--- src/rtl/dpc_pkg.sv ---
package dpc_pkg;

    typedef enum logic [1:0] {
        POL_NONE  = 2'd0,
        POL_IRQ   = 2'd1,
        POL_CHECK = 2'd2
    } policy_e;

    typedef struct packed {
        logic    we;
        logic    alt;
        policy_e pol;
    } cyc_attr_t;

    // mode[1] = enable, mode[0] = interrupt
    function automatic policy_e pick_policy(input logic [1:0] mode, input logic alt);
        policy_e p;
        if (alt)          p = mode[1] ? POL_CHECK : POL_NONE;
        else if (mode[0]) p = POL_IRQ;
        else if (mode[1]) p = POL_CHECK;
        else              p = POL_NONE;
        return p;
    endfunction

    function automatic logic byte_par(input logic [7:0] b);
        return ^b;
    endfunction

    localparam int STAT_W    = 5;
    localparam int ST_TMO    = 0;
    localparam int ST_PERR   = 1;
    localparam int ST_LBERR  = 2;
    localparam int ST_CLR    = 3;
    localparam int ST_IRQCLR = 4;

endpackage

--- src/rtl/dpc_lane_parity.sv ---
module dpc_lane_parity
    import dpc_pkg::*;
#(
    parameter int DW = 32,
    localparam int LANES = DW / 8
) (
    input  logic [DW-1:0]    wdata,
    input  logic             flip,
    output logic [LANES-1:0] wpar,
    input  logic [DW-1:0]    rdata,
    input  logic [LANES-1:0] rpar,
    input  logic [LANES-1:0] be,
    output logic             any_err
);
    logic [LANES-1:0] lane_err;

    for (genvar i = 0; i < LANES; i++) begin : g_lane
        assign wpar[i]     = byte_par(wdata[8*i +: 8]) ^ flip;
        assign lane_err[i] = be[i] & (byte_par(rdata[8*i +: 8]) ^ rpar[i]);
    end

    assign any_err = |lane_err;

endmodule

--- src/rtl/dpc_cycle_ctl.sv ---
module dpc_cycle_ctl
    import dpc_pkg::*;
#(
    parameter int LAT = 3,
    localparam int CW = $clog2(LAT + 2)
) (
    input  logic       clk,
    input  logic       rst,
    input  logic       start,
    input  logic       we,
    input  logic       alt,
    input  logic [1:0] mode,
    input  logic       par_err,
    output logic       accept,
    output logic       cap_en,
    output logic       cap_rd,
    output logic       dram_wr,
    output logic       cyc_ack,
    output logic       cyc_err_ack,
    output logic       irq_ev,
    output logic       perr_ev
);
    logic            busy;
    logic [CW-1:0]   cnt;
    cyc_attr_t       attr;
    logic [CW-1:0]   last;
    logic            done;
    logic            rd_err;

    assign accept = start && !busy;
    assign last   = (attr.pol == POL_CHECK) ? CW'(LAT + 1) : CW'(LAT);
    assign done   = busy && (cnt == last);

    always_ff @(posedge clk) begin
        if (rst) begin
            busy <= 1'b0;
            cnt  <= '0;
            attr <= '0;
        end else if (accept) begin
            busy     <= 1'b1;
            cnt      <= CW'(1);
            attr.we  <= we;
            attr.alt <= alt;
            attr.pol <= pick_policy(mode, alt);
        end else if (done) begin
            busy <= 1'b0;
            cnt  <= '0;
        end else if (busy) begin
            cnt <= cnt + CW'(1);
        end
    end

    assign cap_en  = busy && (cnt == CW'(LAT - 1));
    assign cap_rd  = cap_en && !attr.we;
    assign dram_wr = cap_en && attr.we;

    assign rd_err      = done && !attr.we && par_err;
    assign cyc_err_ack = rd_err && (attr.pol == POL_CHECK);
    assign cyc_ack     = done && !cyc_err_ack;
    assign irq_ev      = rd_err && !attr.alt && (attr.pol == POL_IRQ);
    assign perr_ev     = rd_err && !attr.alt && (attr.pol != POL_NONE);

    a_r5_one_ack: assert property (@(posedge clk) disable iff (rst)
        !(cyc_ack && cyc_err_ack));
    a_r3_single_pulse: assert property (@(posedge clk) disable iff (rst)
        (cyc_ack || cyc_err_ack) |=> !(cyc_ack || cyc_err_ack));
    a_r9_write_clean: assert property (@(posedge clk) disable iff (rst)
        (busy && attr.we) |-> !cyc_err_ack);
    a_r7_none_silent: assert property (@(posedge clk) disable iff (rst)
        (busy && attr.pol == POL_NONE) |-> !(cyc_err_ack || irq_ev || perr_ev));
    a_r4_no_early_ack: assert property (@(posedge clk) disable iff (rst)
        (busy && attr.pol == POL_CHECK && cnt == CW'(LAT)) |-> !(cyc_ack || cyc_err_ack));

endmodule

--- src/rtl/dpc_status.sv ---
module dpc_status
    import dpc_pkg::*;
(
    input  logic              clk,
    input  logic              rst,
    input  logic              perr_ev,
    input  logic              lberr_ev,
    input  logic              tmo_ev,
    input  logic              irq_ev,
    input  logic              wr,
    input  logic [STAT_W-1:0] wdata,
    output logic [STAT_W-1:0] rdata,
    output logic              irq
);
    logic [2:0] flags;
    logic [2:0] set_v;
    logic       clr_flags;
    logic       clr_irq;

    assign clr_flags = wr && wdata[ST_CLR];
    assign clr_irq   = wr && wdata[ST_IRQCLR];

    always_comb begin
        set_v           = '0;
        set_v[ST_TMO]   = tmo_ev;
        set_v[ST_PERR]  = perr_ev;
        set_v[ST_LBERR] = lberr_ev;
    end

    always_ff @(posedge clk) begin
        if (rst) begin
            flags <= '0;
            irq   <= 1'b0;
        end else begin
            flags <= (clr_flags ? 3'b000 : flags) | set_v;
            if (irq_ev)       irq <= 1'b1;
            else if (clr_irq) irq <= 1'b0;
        end
    end

    assign rdata = {2'b00, flags};

    a_r6_irq_level: assert property (@(posedge clk) disable iff (rst)
        (irq && !clr_irq) |=> irq);
    a_r10_sticky_perr: assert property (@(posedge clk) disable iff (rst)
        (flags[ST_PERR] && !clr_flags) |=> flags[ST_PERR]);
    a_r11_clear_zeroes: assert property (@(posedge clk) disable iff (rst)
        (clr_flags && !perr_ev && !lberr_ev && !tmo_ev) |=> (rdata == '0));

endmodule

--- src/rtl/dram_parity_ctl.sv ---
module dram_parity_ctl
    import dpc_pkg::*;
#(
    parameter int LAT = 3,
    parameter int DW  = 32,
    localparam int LANES = DW / 8
) (
    input  logic              clk,
    input  logic              rst,
    input  logic [1:0]        cfg_mode,
    input  logic              cfg_wrong_par,
    input  logic              cyc_start,
    input  logic              cyc_we,
    input  logic              cyc_alt,
    input  logic [LANES-1:0]  cyc_be,
    input  logic [DW-1:0]     cyc_wdata,
    output logic [DW-1:0]     cyc_rdata,
    output logic              cyc_ack,
    output logic              cyc_err_ack,
    output logic              dram_wr,
    output logic [DW-1:0]     dram_wdata,
    output logic [LANES-1:0]  dram_wpar,
    input  logic [DW-1:0]     dram_rdata,
    input  logic [LANES-1:0]  dram_rpar,
    input  logic              flt_lberr,
    input  logic              flt_tmo,
    input  logic              stat_wr,
    input  logic [STAT_W-1:0] stat_wdata,
    output logic [STAT_W-1:0] stat_rdata,
    output logic              irq_parity
);
    logic             accept, cap_en, cap_rd;
    logic             par_err, irq_ev, perr_ev;
    logic [DW-1:0]    wdata_q, rdata_q;
    logic [LANES-1:0] be_q, rpar_q;

    always_ff @(posedge clk) begin
        if (rst) begin
            wdata_q <= '0;
            be_q    <= '0;
            rdata_q <= '0;
            rpar_q  <= '0;
        end else begin
            if (accept) begin
                wdata_q <= cyc_wdata;
                be_q    <= cyc_be;
            end
            if (cap_rd) begin
                rdata_q <= dram_rdata;
                rpar_q  <= dram_rpar;
            end
        end
    end

    dpc_cycle_ctl #(.LAT(LAT)) u_ctl (
        .clk         (clk),
        .rst         (rst),
        .start       (cyc_start),
        .we          (cyc_we),
        .alt         (cyc_alt),
        .mode        (cfg_mode),
        .par_err     (par_err),
        .accept      (accept),
        .cap_en      (cap_en),
        .cap_rd      (cap_rd),
        .dram_wr     (dram_wr),
        .cyc_ack     (cyc_ack),
        .cyc_err_ack (cyc_err_ack),
        .irq_ev      (irq_ev),
        .perr_ev     (perr_ev)
    );

    dpc_lane_parity #(.DW(DW)) u_par (
        .wdata   (wdata_q),
        .flip    (cfg_wrong_par),
        .wpar    (dram_wpar),
        .rdata   (rdata_q),
        .rpar    (rpar_q),
        .be      (be_q),
        .any_err (par_err)
    );

    dpc_status u_stat (
        .clk      (clk),
        .rst      (rst),
        .perr_ev  (perr_ev),
        .lberr_ev (flt_lberr),
        .tmo_ev   (flt_tmo),
        .irq_ev   (irq_ev),
        .wr       (stat_wr),
        .wdata    (stat_wdata),
        .rdata    (stat_rdata),
        .irq      (irq_parity)
    );

    assign dram_wdata = wdata_q;
    assign cyc_rdata  = rdata_q;

    a_r2_write_strobe_once: assert property (@(posedge clk) disable iff (rst)
        dram_wr |=> !dram_wr);
    a_r12_quiet_after_reset: assert property (@(posedge clk)
        $past(rst) |-> !(cyc_ack || cyc_err_ack || irq_parity));

endmodule

--- config.mk ---
export PLATFORM = sky130hd
export DESIGN_NAME = dram_parity_ctl
export DESIGN_NICKNAME = d
export VERILOG_FILES = /design/src/rtl/dpc_pkg.sv /design/src/rtl/dpc_lane_parity.sv /design/src/rtl/dpc_cycle_ctl.sv /design/src/rtl/dpc_status.sv /design/src/rtl/dram_parity_ctl.sv
export SDC_FILE = /design/constraint.sdc
export NUM_CORES = 1
export LEC_CHECK = 0
export ABC_AREA = 1
export BUFFER_PORTS_ARGS = -buffer_cell sky130_fd_sc_hd__buf_2
export CORE_ASPECT_RATIO = 0.6
export CORE_MARGIN = 4
export CORE_UTILIZATION = 45
export CTS_CLUSTER_SIZE = 14
export DETAILED_ROUTE_END_ITERATION = 10
export HOLD_SLACK_MARGIN = 0.06
export PLACE_DENSITY_LB_ADDON = 0.12
export SYNTH_ARGS = -nofsm -noshare
export SYNTH_HDL_FRONTEND = slang
export SYNTH_SLANG_ARGS = --single-unit
--- constraint.sdc ---
create_clock -name clk -period 2.93 [get_ports clk]
set_clock_uncertainty 0.1 [all_clocks]
set_input_delay 0.293 -clock clk [delete_from_list [all_inputs] [get_ports clk]]
set_output_delay 0.293 -clock clk [all_outputs]
set_load 0.005 [all_outputs]
==> flow_metrics.tcl <==
set metrics [dict create \
    path_clk_slew_ns 0.06 \
    syn_to_final_growth_pct 30.49 \
    tritoncts "done" \
    p_comb_share_pct 14.9 \
    critPathLaunchType "flop" \
    antenna_found_initial 0 \
    power_leakage_uw 0.002587 \
    die_w_um 127.5 \
    critPathMaxFanout 4 \
    yosys_warnings 0 \
    max-clock-path-buffers 2 \
    fin_nets 778 \
    fmax_ghz 0.4344 \
    p_switching_uw 697.3 \
    cts_setup_buffers 0 \
    ant_nets 0 \
    synth_area_per_cell_sq_um 7.224 \
    powerDensity_nw_per_um2 567.5 \
    crit_top_cell "nand2_1" \
    outcome "complete, no violations" \
    ctsResizeCount 0 \
    cp_cell_sequence "inv_1 > nand2_1 > nand2_1 > nand2_1 > nand2_1 > nand2_1 > nand2_1 > nand2_1 > nand3_1 > nand2_1 > inv_1 > nand2_1 > nand2_1 > o21bai_1 > inv_1 > buf_2" \
    synthCells 534 \
    hp-class "primary input to flop" \
    maxCapViolCount 0 \
    clock-root-buffer "clkbuf_16" \
    wirelength_mm 9.924 \
    dp_hpwl_mm 7.465 \
    cts_hold_buf 0 \
    p_sw_share_pct 24.41 \
    instances_no_fill 801 \
    io_buffers 159 \
    start_util_pct 47.61 \
    grt_pass1_wl_mm 15.71 \
    hold_violations 0 \
    routedWlPerCell_um 12.39 \
    min_period_ns 2.302 \
    ir_drop_mv 0.3522 \
    tightest_slew_ns 0.8571 \
    dieArea_sq_um 10170 \
    cp_slowest_cell "dfxtp_1" \
    die_h_um 79.72 \
    synthesis.area_sq_um 3857 \
    ys_types 28 \
    grt_start_max_net_pins 55 \
    end_kind "primary output" \
    cts.sinks 84 \
    cts_buffers 9 \
    via_count 3818 \
    p_int_uw 2159 \
    core_area_sq_um 8102 \
    fin_setup_tns_ns 0 \
    p_clk_share_pct 41.4 \
    layout-drive-gt1-share_pct 26.84 \
    clk_latency_ns 0.33 \
    dr.pass1.iters 5 \
    grt.overflow.total 0 \
    drc 0 \
    rsz0062_at_grt "false" \
    worst_ep_arrival_time_ns 1.91 \
    gp_congestion 0.8109 \
    first_iter_violations 216 \
    dp_cells 785 \
    ios 165 \
    period_share_pct 78.57 \
    n_antenna_cell 0 \
    synth_seq_cells 84 \
    vias_per_cell 4.767 \
    max_stage_delay_ns 0.37 \
    grtUsageTotal_pct 19.13 \
    grt_pass1_vias 3406 \
    slew_headroom_pct 42.78 \
    finalSetupViolCount 0 \
    final_max_slew_viol_count 0 \
    ys_seq_area_share_pct 43.59 \
    h-tree-depth 3 \
    crit_type "flop to primary output" \
    total_power_uw 2857 \
    required_ns 2.54 \
    pwr-share-seq_pct 43.7 \
    rows 25 \
]
==> metal layers <==
metal,wire length (um),vias up,GRT usage (%)
met5,0,-,0
met4,78,0,5.246
met3,771,7,6.217
met2,4244,109,29.38
met1,4829,1710,25.84
li1,-,1992,-
==> placed cells by master, fill, tap and decap left out <==
cell        Yosys  final
nand2_1        86     86
bufinv_16       0      1
ha_1            2      2
clkbuf_16       0      9
a21oi_1        28     28
conb_1          1      2
nand3_1        16     16
nor4_4          1      1
o21ai_0        60     60
o31ai_1         1      1
or2_2           1      1
nor4_1          1      1
xor2_1         24     24
clkinvlp_4      0      1
clkbuf_8        0      4
o21bai_1        1      1
buf_4           2      6
clkinv_2        0      1
o21ai_1        14     14
xnor2_1        23     23
nor2_1        116    116
nand4_1         2      2
inv_2           2      3
a31oi_1         1      1
buf_2           1    159
clkinv_1        1      1
nor3_1          1      1
inv_1          43     42
a211oi_1        2      2
dfxtp_1        84     84
==> sequential cells by signal, indices dropped and copies added (netlist names), 3 cells and up <==
name and cells:
be_q 4, u_ctl.cnt 3, cyc_rdata 32, dram_wdata 32, u_ctl.attr 4, u_stat.flags 3
rpar_q 4
==> through the flow <==
stage,area [sq um],setup slack (ns),utilization (%),hold slack [ns]
global placement,4711,0.7958,58.15,0.3546
floorplan,3861,1.278,-,0.2621
CTS,5034,0.6013,62.13,0.06444
detailed placement,4711,0.7477,58.15,0.3660
global route,5034,0.3516,62.13,0.07079
finish,5034,0.6278,62.13,0.07779
==> logic make-up (layout without fill, tap and decap cells) <==
logic type      Yosys count  after routing  share of synthesized area [%]
buf+inv                  69            227                          7.751
other cells               1              2                        0.09721
compound gates          107            107                          14.17
xor+xnor                 47             47                          10.67
fa+ha+maj                 2              2                         0.6486
flops                    84             84                          43.59
simple gates            224            224                          23.06
==> worst paths after layout <==
kind                                            startpoint                         end  slack, ns  cells after the start
worst min register to register      rpar_q[0]$_SDFFE_PP0P_      rpar_q[0]$_SDFFE_PP0P_       0.38                      2
worst max-delay path            cyc_rdata[23]$_SDFFE_PP0P_                     cyc_ack       0.63                     16
worst min-delay path                             flt_lberr  u_stat.flags[2]$_SDFF_PP0_       0.08                      3
worst max register to register   u_ctl.cnt[0]$_SDFFE_PP0P_   cyc_rdata[1]$_SDFFE_PP0P_       0.72                      8
==> cell usage after synthesis <==
| cell | number | area, sq um |
|---|---|---|
| dfxtp_1 | 84 | 1682 |
| conb_1 | 1 | 3.750 |
| nand2_1 | 86 | 322.8 |
| clkbuf_2 | 1 | 5.000 |
| nand3_1 | 16 | 80.08 |
| a31oi_1 | 1 | 6.260 |
| ha_1 | 2 | 25.02 |
| xnor2_1 | 23 | 201.4 |
| inv_1 | 43 | 161.4 |
| clkbuf_1 | 15 | 56.30 |
| inv_2 | 2 | 7.510 |
| nand4_1 | 2 | 12.51 |
| nor4_1 | 1 | 6.260 |
| nor4_4 | 1 | 21.27 |
| clkinv_1 | 1 | 3.750 |
| o21ai_1 | 14 | 70.07 |
| a211oi_1 | 2 | 15.01 |
| xor2_1 | 24 | 210.2 |
| a21oi_1 | 28 | 140.1 |
| nor3_1 | 1 | 5.000 |
| o21bai_1 | 1 | 7.510 |
| o21ai_0 | 60 | 300.3 |
| buf_6 | 4 | 45.04 |
| o31ai_1 | 1 | 7.510 |
| or2_2 | 1 | 6.260 |
| buf_4 | 2 | 15.01 |
| nor2_1 | 116 | 435.4 |
| buf_2 | 1 | 5.000 |
==> critical path, delay by kind of cell, from the launching register on <==
kind,cells,cell delay (ns)
compound gates,1,0.13
buf+inv,4,0.28
flops,1,0.37
simple gates,11,0.78
==> cell type report <==
| class | count | area (sq um) |
|---|---|---|
| multi-input cells | 382 | 1881 |
| well taps | 108 | 135.1 |
| inverters | 46 | 172.7 |
| fillers | 755 | 3068 |
| repair buffers | 165 | 840.8 |
| flip-flops and latches | 84 | 1682 |
| clock inverters | 3 | 42.54 |
| clock buffers | 13 | 280.3 |
==> power groups by stage <==
stage / clock, uW / combinational [uW] / sequential (uW)
after floorplan: 0 / 248 / 1270
after global placement: 0 / 423 / 1270
after detailed placement: 0 / 430 / 1270
after CTS: 1210 / 432 / 1250
after global routing: 1260 / 488 / 1260
final: 1180 / 426 / 1250
No activity file was read; power rests on OpenSTA's default activity.
